**config.mk**
```make
export PLATFORM = sky130hd
export DESIGN_NAME = wr_burst_packer
export DESIGN_NICKNAME = d
export VERILOG_FILES = /design/src/rtl/wbp_pkg.sv /design/src/rtl/wbp_addr_track.sv /design/src/rtl/wbp_beat_build.sv /design/src/rtl/wbp_seq.sv /design/src/rtl/wr_burst_packer.sv
export SDC_FILE = /design/constraint.sdc
export NUM_CORES = 1
export LEC_CHECK = 0
export ABC_CLOCK_PERIOD_IN_PS = 5750
export BUFFER_PORTS_ARGS = -buffer_cell sky130_fd_sc_hd__buf_2
export CAP_MARGIN = 10
export CORE_UTILIZATION = 40
export DETAILED_ROUTE_END_ITERATION = 8
export PLACE_DENSITY = 0.67
export SLEW_MARGIN = 10
export SYNTH_ARGS = -nofsm -noshare
export SYNTH_HDL_FRONTEND = slang
export SYNTH_SLANG_ARGS = --single-unit
```
**constraint.sdc**
```tcl
create_clock -name clk -period 5.75 [get_ports clk]
set_input_delay 0.575 -clock clk [delete_from_list [all_inputs] [get_ports clk]]
set_output_delay 0.575 -clock clk [all_outputs]
set_load 0.01 [all_outputs]
```
**src/rtl/wbp_pkg.sv**
```systemverilog
`timescale 1ns/1ps
// Shared types of the write burst packer.
package wbp_pkg;
    // Control states: waiting for a request, filling a beat, offering a beat.
    typedef enum logic [1:0] {
        ST_IDLE  = 2'd0,
        ST_FILL  = 2'd1,
        ST_ISSUE = 2'd2
    } wbp_state_e;
endpackage

```
**src/rtl/wbp_addr_track.sv**
```systemverilog
`timescale 1ns/1ps
// Address and count tracker.
// Holds the address of the next word to place, the number of words still to
// come and the aligned base address of the burst being built.
// Assumes: load, take and step are never asserted in the same cycle as each
// other (load only in idle, take only while filling, step only while issuing).
module wbp_addr_track #(
    parameter int ADDR_W      = 16,
    parameter int CNT_W       = 12,
    parameter int BURST_WORDS = 4
) (
    input  logic              clk,
    input  logic              rst_n,
    input  logic              load,
    input  logic [ADDR_W-1:0] load_addr,
    input  logic [CNT_W-1:0]  load_count,
    input  logic              take,
    input  logic              step,
    output logic [ADDR_W-1:0] word_addr,
    output logic [CNT_W-1:0]  remaining,
    output logic [ADDR_W-1:0] burst_base
);
    localparam int OFF_W = $clog2(BURST_WORDS);

    // Next-word pointer and remaining count: loaded per request, advanced per word.
    always_ff @(posedge clk) begin
        if (!rst_n) begin
            word_addr <= '0;
            remaining <= '0;
        end else if (load) begin
            word_addr <= load_addr;
            remaining <= load_count;
        end else if (take) begin
            word_addr <= word_addr + ADDR_W'(1);
            remaining <= remaining - CNT_W'(1);
        end
    end

    // Burst base: start address with offset bits cleared, stepped by one burst.
    always_ff @(posedge clk) begin
        if (!rst_n) begin
            burst_base <= '0;
        end else if (load) begin
            burst_base <= {load_addr[ADDR_W-1:OFF_W], {OFF_W{1'b0}}};
        end else if (step) begin
            burst_base <= burst_base + ADDR_W'(BURST_WORDS);
        end
    end
endmodule

```
**src/rtl/wbp_beat_build.sv**
```systemverilog
`timescale 1ns/1ps
// Beat assembler.
// One data and mask register per lane of the output beat. Clearing sets every
// lane to zero data with all of its mask bits set (blocked); writing a lane
// stores the word and opens its mask bits.
// Assumes: clear and wr_en are not asserted together.
module wbp_beat_build #(
    parameter int WORD_W     = 32,
    parameter int BEAT_WORDS = 2
) (
    input  logic                             clk,
    input  logic                             rst_n,
    input  logic                             clear,
    input  logic                             wr_en,
    input  logic [$clog2(BEAT_WORDS)-1:0]    lane,
    input  logic [WORD_W-1:0]                wr_word,
    output logic [WORD_W*BEAT_WORDS-1:0]     beat_data,
    output logic [WORD_W*BEAT_WORDS/8-1:0]   beat_mask
);
    localparam int LANE_W = $clog2(BEAT_WORDS);
    localparam int LB     = WORD_W / 8;

    for (genvar g = 0; g < BEAT_WORDS; g++) begin : g_lane
        // Lane register: blocked after clear, opened when its word arrives.
        always_ff @(posedge clk) begin
            if (!rst_n || clear) begin
                beat_data[g*WORD_W +: WORD_W] <= '0;
                beat_mask[g*LB +: LB]         <= '1;
            end else if (wr_en && lane == LANE_W'(g)) begin
                beat_data[g*WORD_W +: WORD_W] <= wr_word;
                beat_mask[g*LB +: LB]         <= '0;
            end
        end
    end
endmodule

```
**src/rtl/wbp_seq.sv**
```systemverilog
`timescale 1ns/1ps
// Sequencer of the write burst packer.
// Walks the slots of each burst in order, one slot per cycle. A slot whose
// offset equals the offset of the next word takes an input word; any other
// slot is skipped and stays blocked. After the last lane of a beat the beat is
// offered until the controller takes it. The first beat carries the address
// strobe. After the last beat of a burst the sequencer starts the next burst
// or, with no words left, finishes with a done pulse.
// Assumes: BURST_WORDS and BEAT_WORDS are powers of two, both at least 2.
module wbp_seq
    import wbp_pkg::*;
#(
    parameter int CNT_W       = 12,
    parameter int BURST_WORDS = 4,
    parameter int BEAT_WORDS  = 2
) (
    input  logic                              clk,
    input  logic                              rst_n,
    input  logic                              req_valid,
    input  logic [CNT_W-1:0]                  req_count,
    output logic                              req_ready,
    input  logic [$clog2(BURST_WORDS)-1:0]    word_off,
    input  logic [CNT_W-1:0]                  remaining,
    input  logic                              in_valid,
    output logic                              in_ready,
    input  logic                              mem_ready,
    output logic                              load,
    output logic                              take,
    output logic                              step,
    output logic                              clear,
    output logic [$clog2(BEAT_WORDS)-1:0]     lane,
    output logic                              mem_wvalid,
    output logic                              mem_avalid,
    output logic                              done
);
    localparam int BEATS  = BURST_WORDS / BEAT_WORDS;
    localparam int LANE_W = $clog2(BEAT_WORDS);
    localparam int BIDX_W = $clog2(BEATS);
    localparam int OFF_W  = LANE_W + BIDX_W;

    wbp_state_e        state;
    logic [BIDX_W-1:0] beat_idx;
    logic [LANE_W-1:0] lane_idx;
    logic [OFF_W-1:0]  slot_off;
    logic              rem_zero, slot_hit, advance, req_fire, beat_fire;
    logic              lane_last, beat_last;

    // Slot decode and handshakes of the current cycle.
    always_comb begin
        slot_off   = {beat_idx, lane_idx};
        rem_zero   = (remaining == '0);
        lane_last  = (lane_idx == LANE_W'(BEAT_WORDS - 1));
        beat_last  = (beat_idx == BIDX_W'(BEATS - 1));
        slot_hit   = (state == ST_FILL) && !rem_zero && (word_off == slot_off);
        advance    = (state == ST_FILL) && (!slot_hit || in_valid);
        req_ready  = (state == ST_IDLE);
        req_fire   = req_ready && req_valid;
        beat_fire  = (state == ST_ISSUE) && mem_ready;
        in_ready   = slot_hit;
        take       = slot_hit && in_valid;
        load       = req_fire;
        clear      = req_fire || beat_fire;
        step       = beat_fire && beat_last && !rem_zero;
        lane       = lane_idx;
        mem_wvalid = (state == ST_ISSUE);
        mem_avalid = (state == ST_ISSUE) && (beat_idx == '0);
    end

    // State, beat and lane counters.
    always_ff @(posedge clk) begin
        if (!rst_n) begin
            state    <= ST_IDLE;
            beat_idx <= '0;
            lane_idx <= '0;
        end else begin
            case (state)
                ST_IDLE: begin
                    beat_idx <= '0;
                    lane_idx <= '0;
                    if (req_fire && req_count != '0) state <= ST_FILL;
                end
                ST_FILL: begin
                    if (advance) begin
                        if (lane_last) begin
                            lane_idx <= '0;
                            state    <= ST_ISSUE;
                        end else begin
                            lane_idx <= lane_idx + LANE_W'(1);
                        end
                    end
                end
                ST_ISSUE: begin
                    if (beat_fire) begin
                        if (!beat_last) begin
                            beat_idx <= beat_idx + BIDX_W'(1);
                            state    <= ST_FILL;
                        end else begin
                            beat_idx <= '0;
                            state    <= rem_zero ? ST_IDLE : ST_FILL;
                        end
                    end
                end
                default: state <= ST_IDLE;
            endcase
        end
    end

    // Completion pulse: after an empty request or after the final beat.
    always_ff @(posedge clk) begin
        if (!rst_n) begin
            done <= 1'b0;
        end else begin
            done <= (req_fire && req_count == '0) ||
                    (beat_fire && beat_last && rem_zero);
        end
    end
endmodule

```
**src/rtl/wr_burst_packer.sv**
```systemverilog
`timescale 1ns/1ps
// Unaligned write burst packer, top level.
// Turns a word-addressed write request of any start and length into aligned
// bursts of BURST_WORDS words, sent as beats of BEAT_WORDS words with a byte
// mask (1 = blocked). Words sit at the slot their address selects; all other
// slots are blocked.
// Assumes: the request's word stream delivers exactly req_count words.
module wr_burst_packer #(
    parameter int ADDR_W      = 16,
    parameter int CNT_W       = 12,
    parameter int WORD_W      = 32,
    parameter int BEAT_WORDS  = 2,
    parameter int BURST_WORDS = 4
) (
    input  logic                            clk,
    input  logic                            rst_n,
    input  logic                            req_valid,
    output logic                            req_ready,
    input  logic [ADDR_W-1:0]               req_addr,
    input  logic [CNT_W-1:0]                req_count,
    input  logic                            in_valid,
    output logic                            in_ready,
    input  logic [WORD_W-1:0]               in_data,
    input  logic                            mem_ready,
    output logic                            mem_wvalid,
    output logic                            mem_avalid,
    output logic [ADDR_W-1:0]               mem_addr,
    output logic [WORD_W*BEAT_WORDS-1:0]    mem_wdata,
    output logic [WORD_W*BEAT_WORDS/8-1:0]  mem_mask,
    output logic                            done
);
    localparam int OFF_W  = $clog2(BURST_WORDS);
    localparam int LANE_W = $clog2(BEAT_WORDS);

    logic              load, take, step, clear;
    logic [LANE_W-1:0] lane;
    logic [ADDR_W-1:0] word_addr;
    logic [CNT_W-1:0]  remaining;

    wbp_addr_track #(
        .ADDR_W(ADDR_W), .CNT_W(CNT_W), .BURST_WORDS(BURST_WORDS)
    ) u_addr (
        .clk(clk), .rst_n(rst_n),
        .load(load), .load_addr(req_addr), .load_count(req_count),
        .take(take), .step(step),
        .word_addr(word_addr), .remaining(remaining), .burst_base(mem_addr)
    );

    wbp_seq #(
        .CNT_W(CNT_W), .BURST_WORDS(BURST_WORDS), .BEAT_WORDS(BEAT_WORDS)
    ) u_seq (
        .clk(clk), .rst_n(rst_n),
        .req_valid(req_valid), .req_count(req_count), .req_ready(req_ready),
        .word_off(word_addr[OFF_W-1:0]), .remaining(remaining),
        .in_valid(in_valid), .in_ready(in_ready), .mem_ready(mem_ready),
        .load(load), .take(take), .step(step), .clear(clear), .lane(lane),
        .mem_wvalid(mem_wvalid), .mem_avalid(mem_avalid), .done(done)
    );

    wbp_beat_build #(
        .WORD_W(WORD_W), .BEAT_WORDS(BEAT_WORDS)
    ) u_beat (
        .clk(clk), .rst_n(rst_n),
        .clear(clear), .wr_en(take), .lane(lane), .wr_word(in_data),
        .beat_data(mem_wdata), .beat_mask(mem_mask)
    );
endmodule

```
-- Yosys cells after proc, flatten, opt, wreduce, memory -nomap -nowiden
Index checks and enable logic that the tools add are counted.
- output and inout port bits: 93
- word-level logic and storage cells: 79
- register bits after elaboration: 121
- equality and inequality tests: 7
- reduce and logical (&&, ||, !) cells: 33
- bitwise gates (word level): 3
- $add $sub $neg: 5
- muxes and demuxes: 19
- operators by type and width (operator ; count):
    $mux 16 ; 4
    $logic_not 12->1 ; 2
    $mux 12 ; 2
    $add 16x1->16 const B ; 1
    $add 16x3->16 const B ; 1
    $logic_and 1x1->1 ; 14
    $reduce_bool 12->1 ; 1
    $sub 12x1->12 const B ; 1
    $mux 2 ; 5
    $ne 2x1->1 const B ; 4
    $reduce_bool 2->1 ; 4
    $pmux 2 s3 ; 1
    $mux 1 ; 5
    $logic_or 1x1->1 ; 4
    $pmux 1 s2 ; 2
    $reduce_and 2->1 ; 2
    $reduce_and 4->1 ; 1
    $logic_not 1->1 ; 3
    $not 1->1 ; 3
    $add 1x1->1 const B ; 2
    $eq 2x1->1 const B ; 1
    $eq 2x2->1 ; 1
    $eq 2x2->1 const B ; 1
    $logic_not 2->1 ; 1
    $reduce_or 2->1 ; 1

-- Depth between registers and ports, before layout
Gate-level depths: netlist (run 1).
- depth after elaboration: 9
- mapped depth: 9

-- Hierarchy
Synthesis (run 1) repeated with hierarchy kept, for this count alone.
- cells, all modules: 595
- area total of the unflattened synthesis: 4959.8 um^2
- modules (own cells, without submodules) (module ; seq. area each (um^2) ; cells each ; area an instance (um^2) ; times used):
    wbp_beat_build ; 1321.3 ; 293 ; 2388.5 ; 1
    wbp_addr_track ; 840.8 ; 248 ; 2132.0 ; 1
    wbp_seq ; 100.1 ; 54 ; 439.2 ; 1

-- Least setup slack after synthesis (run 1)
OpenSTA, ideal clock, no wires.
- path type: register -> register
- from: register u_addr.remaining[0]
- to: register u_addr.word_addr[1]
- arrival: 2255 ps
- path buffers: 1
- path slack: 3409 ps
- setup time: 86 ps
- data required time: 5664 ps
- cell stages (with the launch flop): 9
- cells stage by stage: dfxtp_1 inv_1 ha_1 or4b_4 or4_4 and3_1 buf_2 xnor2_1 a211oi_1
- longest elaborated chain between the ends: 6
- RTL lines (element ; line ; RTL):
    from (decl) ; wbp_addr_track.sv:20 ; output logic [CNT_W-1:0] remaining,
    from (signal assigned) ; wbp_addr_track.sv:32 ; remaining <= load_count;
    from (signal assigned) ; wbp_addr_track.sv:35 ; remaining <= remaining - CNT_W'(1);
    $logic_not 12->1 ; wbp_seq.sv:51 ; rem_zero = (remaining == '0);
    $logic_not 1->1 ; wbp_seq.sv:54 ; slot_hit = (state == ST_FILL) && !rem_zero && (word_off == slot_off);
    $logic_and 1x1->1 (2 in series) ; wbp_seq.sv:54 ;
    $logic_and 1x1->1 ; wbp_seq.sv:60 ; take = slot_hit && in_valid;
    $reduce_bool 2->1 (no source line) ; n/a ;
    to (signal assigned) ; wbp_addr_track.sv:31 ; word_addr <= load_addr;
    to (signal assigned) ; wbp_addr_track.sv:34 ; word_addr <= word_addr + ADDR_W'(1);
    to (decl) ; wbp_addr_track.sv:19 ; output logic [ADDR_W-1:0] word_addr,
Every way passes these cells.
A chain may end at the register's enable or synchronous reset.

-- Final worst setup path (run 1)
- from: register u_addr.remaining[0]
- to: output in_ready
- longest elaborated chain between the ends: 4
- RTL lines (element ; line ; RTL):
    $logic_not 12->1 ; wbp_seq.sv:51 ;
    $logic_not 1->1 ; wbp_seq.sv:54 ;
    $logic_and 1x1->1 (2 in series) ; wbp_seq.sv:54 ;
    to (decl) ; wr_burst_packer.sv:22 ; output logic in_ready,
Every way passes these cells.

==> flow_metrics.tcl, run 1 <==
set metrics [dict create \
    max-vdd-ir-drop_mv 0.154 \
    critical_path.startpoint_type "register" \
    num_vias 4135 \
    yosys_register_bits 99 \
    mostFrequentLayoutCells "buf_2 (155), nand2_1 (145), dfxtp_1 (99), a21oi_1 (85), o21ai_0 (21)" \
    drv_cap 0 \
    floorplan.die.height_um 104 \
    timing.hold.worst.start "in_data[1]" \
    synth.lib_cells_used.distinct 55 \
    routabilityCongestion 0.853 \
    worst-slew-pin-transition_ns 0.729 \
    ios 158 \
    post-place-ws_ns 3.06 \
    clock_skew_ns 0.0113 \
    cts_root_buffer "clkbuf_8" \
    worst_reg_to_reg_path_cell_count 8 \
    worstSetupPathType "reg -> out" \
    design.core.area_um2 10200 \
    max_freq_ghz 0.349 \
    whs_endpoint "u_beat.beat_data[33]$_SDFFE_PP0P_" \
    wl_per_cell_um 13.9 \
    detail_route.first_pass.iterations 4 \
    post_cts_setup_buffers 0 \
    grt_pass1_wl_um 18000 \
    antennaDiodeCount 0 \
    final-max-slew-violation-count 0 \
    post_synth_inst_count 528 \
    report.final.hold_viol_count 0 \
    cts_tree "yes" \
    r2r_setup_slack_ns 3.02 \
    tritoncts_num_sinks 99 \
    synth_flop_cell "dfxtp_1" \
    cts_made_buffers 9 \
    std_cell_rows 37 \
    synth_seq_area_share 0.472 \
    fin_crit_sh 0.498 \
    post_synth.cell_area_avg_um2 7.96 \
    timing.hold.worst.class "in -> reg" \
    worst_ep_arrival_time_ns 2.29 \
    fp.dieW_um 104 \
    reg2reg_to "u_beat.beat_data[39]$_SDFFE_PP0P_" \
    post-route-min-period_ns 2.86 \
    rsz_0062_raised_after_global_routing "false" \
    grt_util_all_layers 0.204 \
    fin_worst_hold_slack_ns 0.449 \
    final.setup.tns_ns 0 \
    worst_hold_path.num_cells 3 \
    vias_in_the_first_global_route 3768 \
    proportion_of_synthesized_flip_flops_having_asynchronous_set_or_reset 0 \
    final_nets 728 \
    setup.worst_path.end_class "primary output" \
    layout.cell_area.non_filler_um2 5190 \
    clk_transition_reported_paths_ns 0.10 \
    hold_buffers 0 \
    layout_commonest_cell "buf_2" \
    synthesis.area_um2 4200 \
    grt_antenna_before_repair 0 \
    report.final.setup_viol 0 \
    clock_latency_ns 0.37 \
    drtAntennaViolNets 0 \
    nFillCells 1017 \
    yosysWarningCount 0 \
    largest_net_degree_at_the_start_of_global_routing 67 \
    grt_remaining_overflow 0 \
    worst-endpoint-required_ns 5.18 \
    post-route-drc-count 0 \
    path_max_fanout 8 \
    result_of_the_run "complete, no violations" \
    leakage_power_figure_nw 2.12 \
    final_critical_path_setup_slack_ns 2.89 \
    buffer_levels_on_the_longest_clock_path 2 \
    reg2reg_from "u_addr.remaining[0]$_SDFFE_PN0P_" \
    syn2layout_area_growth_pct 23.5 \
    htree_num_levels 3 \
    routed_wirelength_um 11200 \
    fraction_of_final_layout_cells_with_drive_strength_greater_than_1 0.279 \
    initial_core_util 0.411 \
    detailedPlacementHpwl_um 7820 \
    synth-edff-count 0 \
    post_drt_via_cell_ratio 5.16 \
    design.die.area_um2 10900 \
    cts_repair_resize_count 0 \
    first_iter_violations 200 \
    slew-limit-headroom 0.514 \
    power-per-cell-area_nw_per_um2 286 \
    dpl-instance-area_um2 4990 \
    io_buffers 155 \
]
final cells by class:
class / instances / area (um2) / area share
well taps: 136 / 170 / 0.0328
clock inverters: 5 / 62.6 / 0.0121
flip-flops and latches: 99 / 1980 / 0.382
inverters: 13 / 48.8 / 0.00940
multi-input cells: 378 / 1970 / 0.380
repair buffers: 160 / 813 / 0.157
clock buffers: 11 / 141 / 0.0272
per-layer routing:
metal / GRT usage / up-vias / wire (um)
li1: - / 2059 / -
met1: 0.256 / 1910 / 4980
met2: 0.335 / 150 / 5210
met3: 0.0420 / 16 / 749
met4: 0.0949 / 0 / 223
met5: 0 / - / 0
through the flow:
stage	util	total power, mW	instances
after floorplan	-	0.949	529
after global placement	0.487	1.03	786
after detailed placement	0.487	1.04	786
after CTS	0.507	1.50	802
after global routing	0.507	1.57	802
final	0.507	1.49	802
kinds of logic after synthesis:
kind of cell	Yosys count	share of synthesized area
compound gates	138	0.189
xor+xnor	15	0.0313
fa+ha+maj	2	0.00595
buf+inv	52	0.0622
flops	99	0.472
mux	2	0.00506
other cells	1	0.000893
simple gates	219	0.234
worst max-delay path by stage:
| stage | from | to | slack [ns] | cells past startpoint |
|---|---|---|---|---|
| floorplan | u_addr.remaining[0]$_SDFFE_PN0P_ | u_addr.word_addr[1]$_SDFFE_PN0P_ | 3.41 | 8 |
| global placement | u_addr.remaining[0]$_SDFFE_PN0P_ | u_beat.beat_data[49]$_SDFFE_PP0P_ | 3.09 | 8 |
| detailed placement | u_addr.remaining[0]$_SDFFE_PN0P_ | u_beat.beat_data[48]$_SDFFE_PP0P_ | 3.06 | 8 |
| CTS | u_addr.remaining[0]$_SDFFE_PN0P_ | in_ready | 2.88 | 6 |
| global route | u_addr.remaining[0]$_SDFFE_PN0P_ | in_ready | 2.74 | 6 |
| finish | u_addr.remaining[0]$_SDFFE_PN0P_ | in_ready | 2.89 | 6 |
worst max-delay path, cell delays in order (launching register included):
cell     delay [ns]
dfxtp_1        0.35
inv_1          0.06
ha_1           0.23
or4b_4         0.53
nor4_4         0.49
nor2_1         0.09
buf_2          0.16
state kept, by name, indices dropped and copies added (netlist names):
register	count
u_addr.remaining	12
u_seq.lane	1
u_addr.burst_base	14
u_seq.done	1
u_beat.beat_mask	2
u_addr.word_addr	2
u_seq.beat_idx	1
u_seq.state	2
u_beat.beat_data	64
synthesized netlist by cell type, types with 3 or more instances:
cell	number	area (um2)
a211oi_1	3	22.5
a21oi_1	85	425
a31oi_1	3	18.8
and3_1	5	31.3
buf_2	8	40.0
buf_4	9	67.6
buf_6	3	33.8
clkbuf_1	19	71.3
dfxtp_1	99	1980
inv_1	13	48.8
nand2_1	145	544
nand3_1	7	35.0
nor2_1	20	75.1
nor3_1	12	60.1
nor4_1	6	37.5
o21a_1	3	22.5
o21ai_0	21	105
o21ai_1	3	15.0
or3_1	3	18.8
xnor2_1	14	123
report_power, final:
group / switching, mW / internal [mW] / total, mW / leakage [nW]
combinational: 0.166 / 0.102 / 0.268 / 1.22
clock: 0.246 / 0.215 / 0.460 / 0.0957
sequential: 0.0367 / 0.721 / 0.758 / 0.805
total: 0.448 / 1.04 / 1.49 / 2.12
Power figures use the tool's default switching activity.
==> inputs of run 2 (changes only) <==
--- a/config.mk
+++ b/config.mk
@@ -5,12 +5,13 @@
 export SDC_FILE = /design/constraint.sdc
 export NUM_CORES = 1
 export LEC_CHECK = 0
-export ABC_CLOCK_PERIOD_IN_PS = 5750
+export ABC_AREA = 1
+export ABC_CLOCK_PERIOD_IN_PS = 2840
 export BUFFER_PORTS_ARGS = -buffer_cell sky130_fd_sc_hd__buf_2
 export CAP_MARGIN = 10
 export CORE_UTILIZATION = 40
 export DETAILED_ROUTE_END_ITERATION = 8
-export PLACE_DENSITY = 0.67
+export PLACE_DENSITY = 0.66
 export SLEW_MARGIN = 10
 export SYNTH_ARGS = -nofsm -noshare
 export SYNTH_HDL_FRONTEND = slang
==> constraint.sdc (replaced) <==
create_clock -name clk -period 2.84 [get_ports clk]
set_input_delay 0.284 -clock clk [delete_from_list [all_inputs] [get_ports clk]]
set_output_delay 0.284 -clock clk [all_outputs]
set_load 0.01 [all_outputs]
==> run 2 against run 1 <==
Flip-flop and latch count did not move. Synthesized cell count rose by 26%. Critical endpoint is now u_beat.beat_data[8]$_SDFFE_PP0P_. Combinational power rose to 6.8 times the previous value. Final area rose by 8.5%. Largest cell class is now multi-input combinational cells. Area after synthesis rose by 8.2%. First-iteration DRC count rose by 42%. Via count rose by 13%. Highest routed layer unchanged. Die area rose by 8.0%. Critical path type is now reg -> reg. Clock skew fell by 0.0039 ns.
==> flow_metrics.tcl, run 2 <==
set metrics [dict create \
    report.final.setup_viol 0 \
    largest_net_degree_at_the_start_of_global_routing 67 \
    worst_ep_arrival_time_ns 2.53 \
    proportion_of_netlist_area_held_by_the_largest_area_contributor 0.436 \
    worst_reg_to_reg_path_cell_count 10 \
    fin_crit_sh 0.792 \
    internal_power_mw 2.95 \
    p_sw_mw 1.93 \
    post-route-drc-count 0 \
    fp.dieW_um 109 \
    rsz_0062_raised_after_global_routing "false" \
    synth.lib_cells_used.distinct 31 \
    wl_per_cell_um 13.0 \
    yosysWarningCount 0 \
    cts_tree "yes" \
    grt_util_all_layers 0.223 \
    proportion_of_synthesized_flip_flops_having_asynchronous_set_or_reset 0 \
    reg2reg_from "u_addr.remaining[0]$_SDFFE_PN0P_" \
    fin_worst_hold_slack_ns 0.171 \
    routabilityCongestion 0.810 \
    final-max-slew-violation-count 0 \
    final_nets 868 \
    worst-slew-pin-transition_ns 0.612 \
    cp-startpoint "u_addr.remaining[0]$_SDFFE_PN0P_" \
    drtAntennaViolNets 0 \
    dpl-instance-area_um2 5330 \
    clock_latency_ns 0.35 \
    htree_num_levels 3 \
    worstSetupPathType "reg -> reg" \
    post_drt_via_cell_ratio 4.95 \
    antennaDiodeCount 0 \
    synth_seq_area_share 0.436 \
    initial_core_util 0.416 \
    mostFrequentLayoutCells "nor2_1 (200), buf_2 (155), nand2_1 (99), dfxtp_1 (99), o21ai_0 (80)" \
    drv_cap 0 \
    max-vdd-ir-drop_mv 0.351 \
    clk_transition_reported_paths_ns 0.07 \
    timing.hold.worst.class "in -> reg" \
    tritoncts_num_sinks 99 \
    report.final.hold_viol_count 0 \
    r2r_setup_slack_ns 0.59 \
    post-synth-top-count-cell "nor2_1" \
    worst-endpoint-required_ns 3.12 \
    first_iter_violations 284 \
    registers.top_by_ff_count "u_beat.beat_data" \
    final.setup.tns_ns 0 \
    comb_power_share 0.372 \
    max_freq_ghz 0.445 \
    post-route-min-period_ns 2.25 \
    slew-limit-headroom 0.591 \
    synth_common_cells "nor2_1 (200), dfxtp_1 (99), nand2_1 (99), o21ai_0 (80), inv_1 (39)" \
    switching_share 0.396 \
    post_synth.cell_area_avg_um2 6.82 \
    buffer_levels_on_the_longest_clock_path 2 \
    synth_flop_cell "dfxtp_1" \
    syn2layout_area_growth_pct 23.9 \
    detailedPlacementHpwl_um 8550 \
    synth-edff-count 0 \
    cts_repair_resize_count 0 \
    leakage_power_figure_nw 2.86 \
    reg2reg_to "u_beat.beat_data[8]$_SDFFE_PP0P_" \
    io_buffers 155 \
    seqPwrFrac 0.372 \
    synthesis.area_um2 4550 \
    clock_group_share_of_total_power 0.255 \
    num_vias 4685 \
    post_synth_inst_count 667 \
    yosys.area.top_type "dfxtp_1" \
    result_of_the_run "complete, no violations" \
    layout_commonest_cell "nor2_1" \
    grt_remaining_overflow 0 \
    path_max_fanout 33 \
    cts_made_buffers 9 \
    design.die.area_um2 11800 \
    cts_root_buffer "clkbuf_16" \
    critical_path.startpoint_type "register" \
    design.core.area_um2 10900 \
    grt_antenna_before_repair 0 \
    combined_flip_flop_and_latch_cell_area_um2 1980 \
    setup.worst_path.end_class "register" \
    power-per-cell-area_nw_per_um2 867 \
    ios 158 \
    worstSetupEndpoint "u_beat.beat_data[8]$_SDFFE_PP0P_" \
    routed_wirelength_um 12300 \
    yosys_register_bits 99 \
    totalPowerFinal_mw 4.88 \
    floorplan.die.height_um 109 \
    vias_in_the_first_global_route 4417 \
    largest_register_ffs 64 \
    nFillCells 1098 \
    layout.cell_area.non_filler_um2 5630 \
    top_regs "u_beat.beat_data: 64 flops, u_addr.burst_base: 14 flops, u_addr.remaining: 12 flops" \
    clock_skew_ns 0.00739 \
    grt_pass1_wl_um 20500 \
    post_cts_setup_buffers 0 \
    detail_route.first_pass.iterations 4 \
    synth.area.top_cells "dfxtp_1 (44%), nor2_1 (17%), o21ai_0 (8.8%), nand2_1 (8.2%), nand3_1 (3.9%)" \
    worst_hold_path.num_cells 3 \
    fraction_of_final_layout_cells_with_drive_strength_greater_than_1 0.243 \
    std_cell_rows 38 \
    hold_buffers 0 \
    multi_input_area_um2 2200 \
]
## run 2: changes by cell type after synthesis, sizes merged, moves of 28 or more
cell   change
nor2     +188
a21oi     -66
o21ai     +65
nand2     -45
inv       +30
nand3     +28
## run 2: critical path: stages, from the launching register on
cell and delay, ns:
dfxtp_1 0.32, inv_1 0.11, ha_1 0.29, nand2_1 0.16, nor2_4 0.18, nand2_2 0.16
nand3_4 0.24, nor2_4 0.05, inv_2 0.45, nor2_1 0.09, nor2_1 0.12
## run 2: power groups by stage
stage / clock network (mW) / registers, mW / logic (mW)
floorplan: 0 / 1.87 / 1.29
global placement: 0 / 1.84 / 1.77
detailed placement: 0 / 1.84 / 1.82
CTS: 1.27 / 1.82 / 1.82
global route: 1.33 / 1.86 / 2.08
finish: 1.25 / 1.82 / 1.82
## run 2: through the flow
| stage | setup slack, ns | util | std cells |
|---|---|---|---|
| detailed placement | 0.574 | 0.487 | 930 |
| finish | 0.591 | 0.515 | 946 |
| global route | 0.302 | 0.515 | 946 |
| global placement | 0.716 | 0.487 | 930 |
| floorplan | 1.12 | - | 668 |
| CTS | 0.564 | 0.515 | 946 |
## run 2: final cells by class
type	count	area share
multi-input cells	488	0.390
flip-flops and latches	99	0.352
repair buffers	160	0.144
clock buffers	11	0.0431
well taps	140	0.0311
inverters	43	0.0287
clock inverters	5	0.0107
## run 2: per-layer routing
metal / vias up / global-route usage / wire length [um]
li1: 2377 / - / -
met1: 2146 / 0.277 / 5480
met2: 151 / 0.363 / 5650
met3: 11 / 0.0591 / 1000
met4: 0 / 0.0927 / 193
met5: - / 0 / 0
## run 2: cells by family (layout without fill, tap and decap cells)
kind of cell / count (synthesis) / count (layout) / share of synthesized area
xor gates and xnor gates: 8 / 8 / 0.0154
DFF: 99 / 99 / 0.436
adders and majority gates: 2 / 2 / 0.00550
muxes: 1 / 1 / 0.00220
other: 1 / 2 / 0.000825
and+or+nand+nor: 364 / 364 / 0.334
buffers and inverters: 81 / 219 / 0.0826
AOI/OAI and AO/OA: 111 / 111 / 0.124
## run 2: worst min-delay path by stage
stage,startpoint,to,slack (ns)
4_1_cts,in_data[21],u_beat.beat_data[21]$_SDFFE_PP0P_,0.16
6_report,in_data[21],u_beat.beat_data[21]$_SDFFE_PP0P_,0.17
3_3_place_gp,u_beat.beat_data[34]$_SDFFE_PP0P_,u_beat.beat_data[34]$_SDFFE_PP0P_,0.48
3_5_place_dp,u_beat.beat_data[32]$_SDFFE_PP0P_,u_beat.beat_data[32]$_SDFFE_PP0P_,0.48
2_1_floorplan,in_data[2],u_beat.beat_data[2]$_SDFFE_PP0P_,0.42
5_1_grt,in_data[6],u_beat.beat_data[38]$_SDFFE_PP0P_,0.18
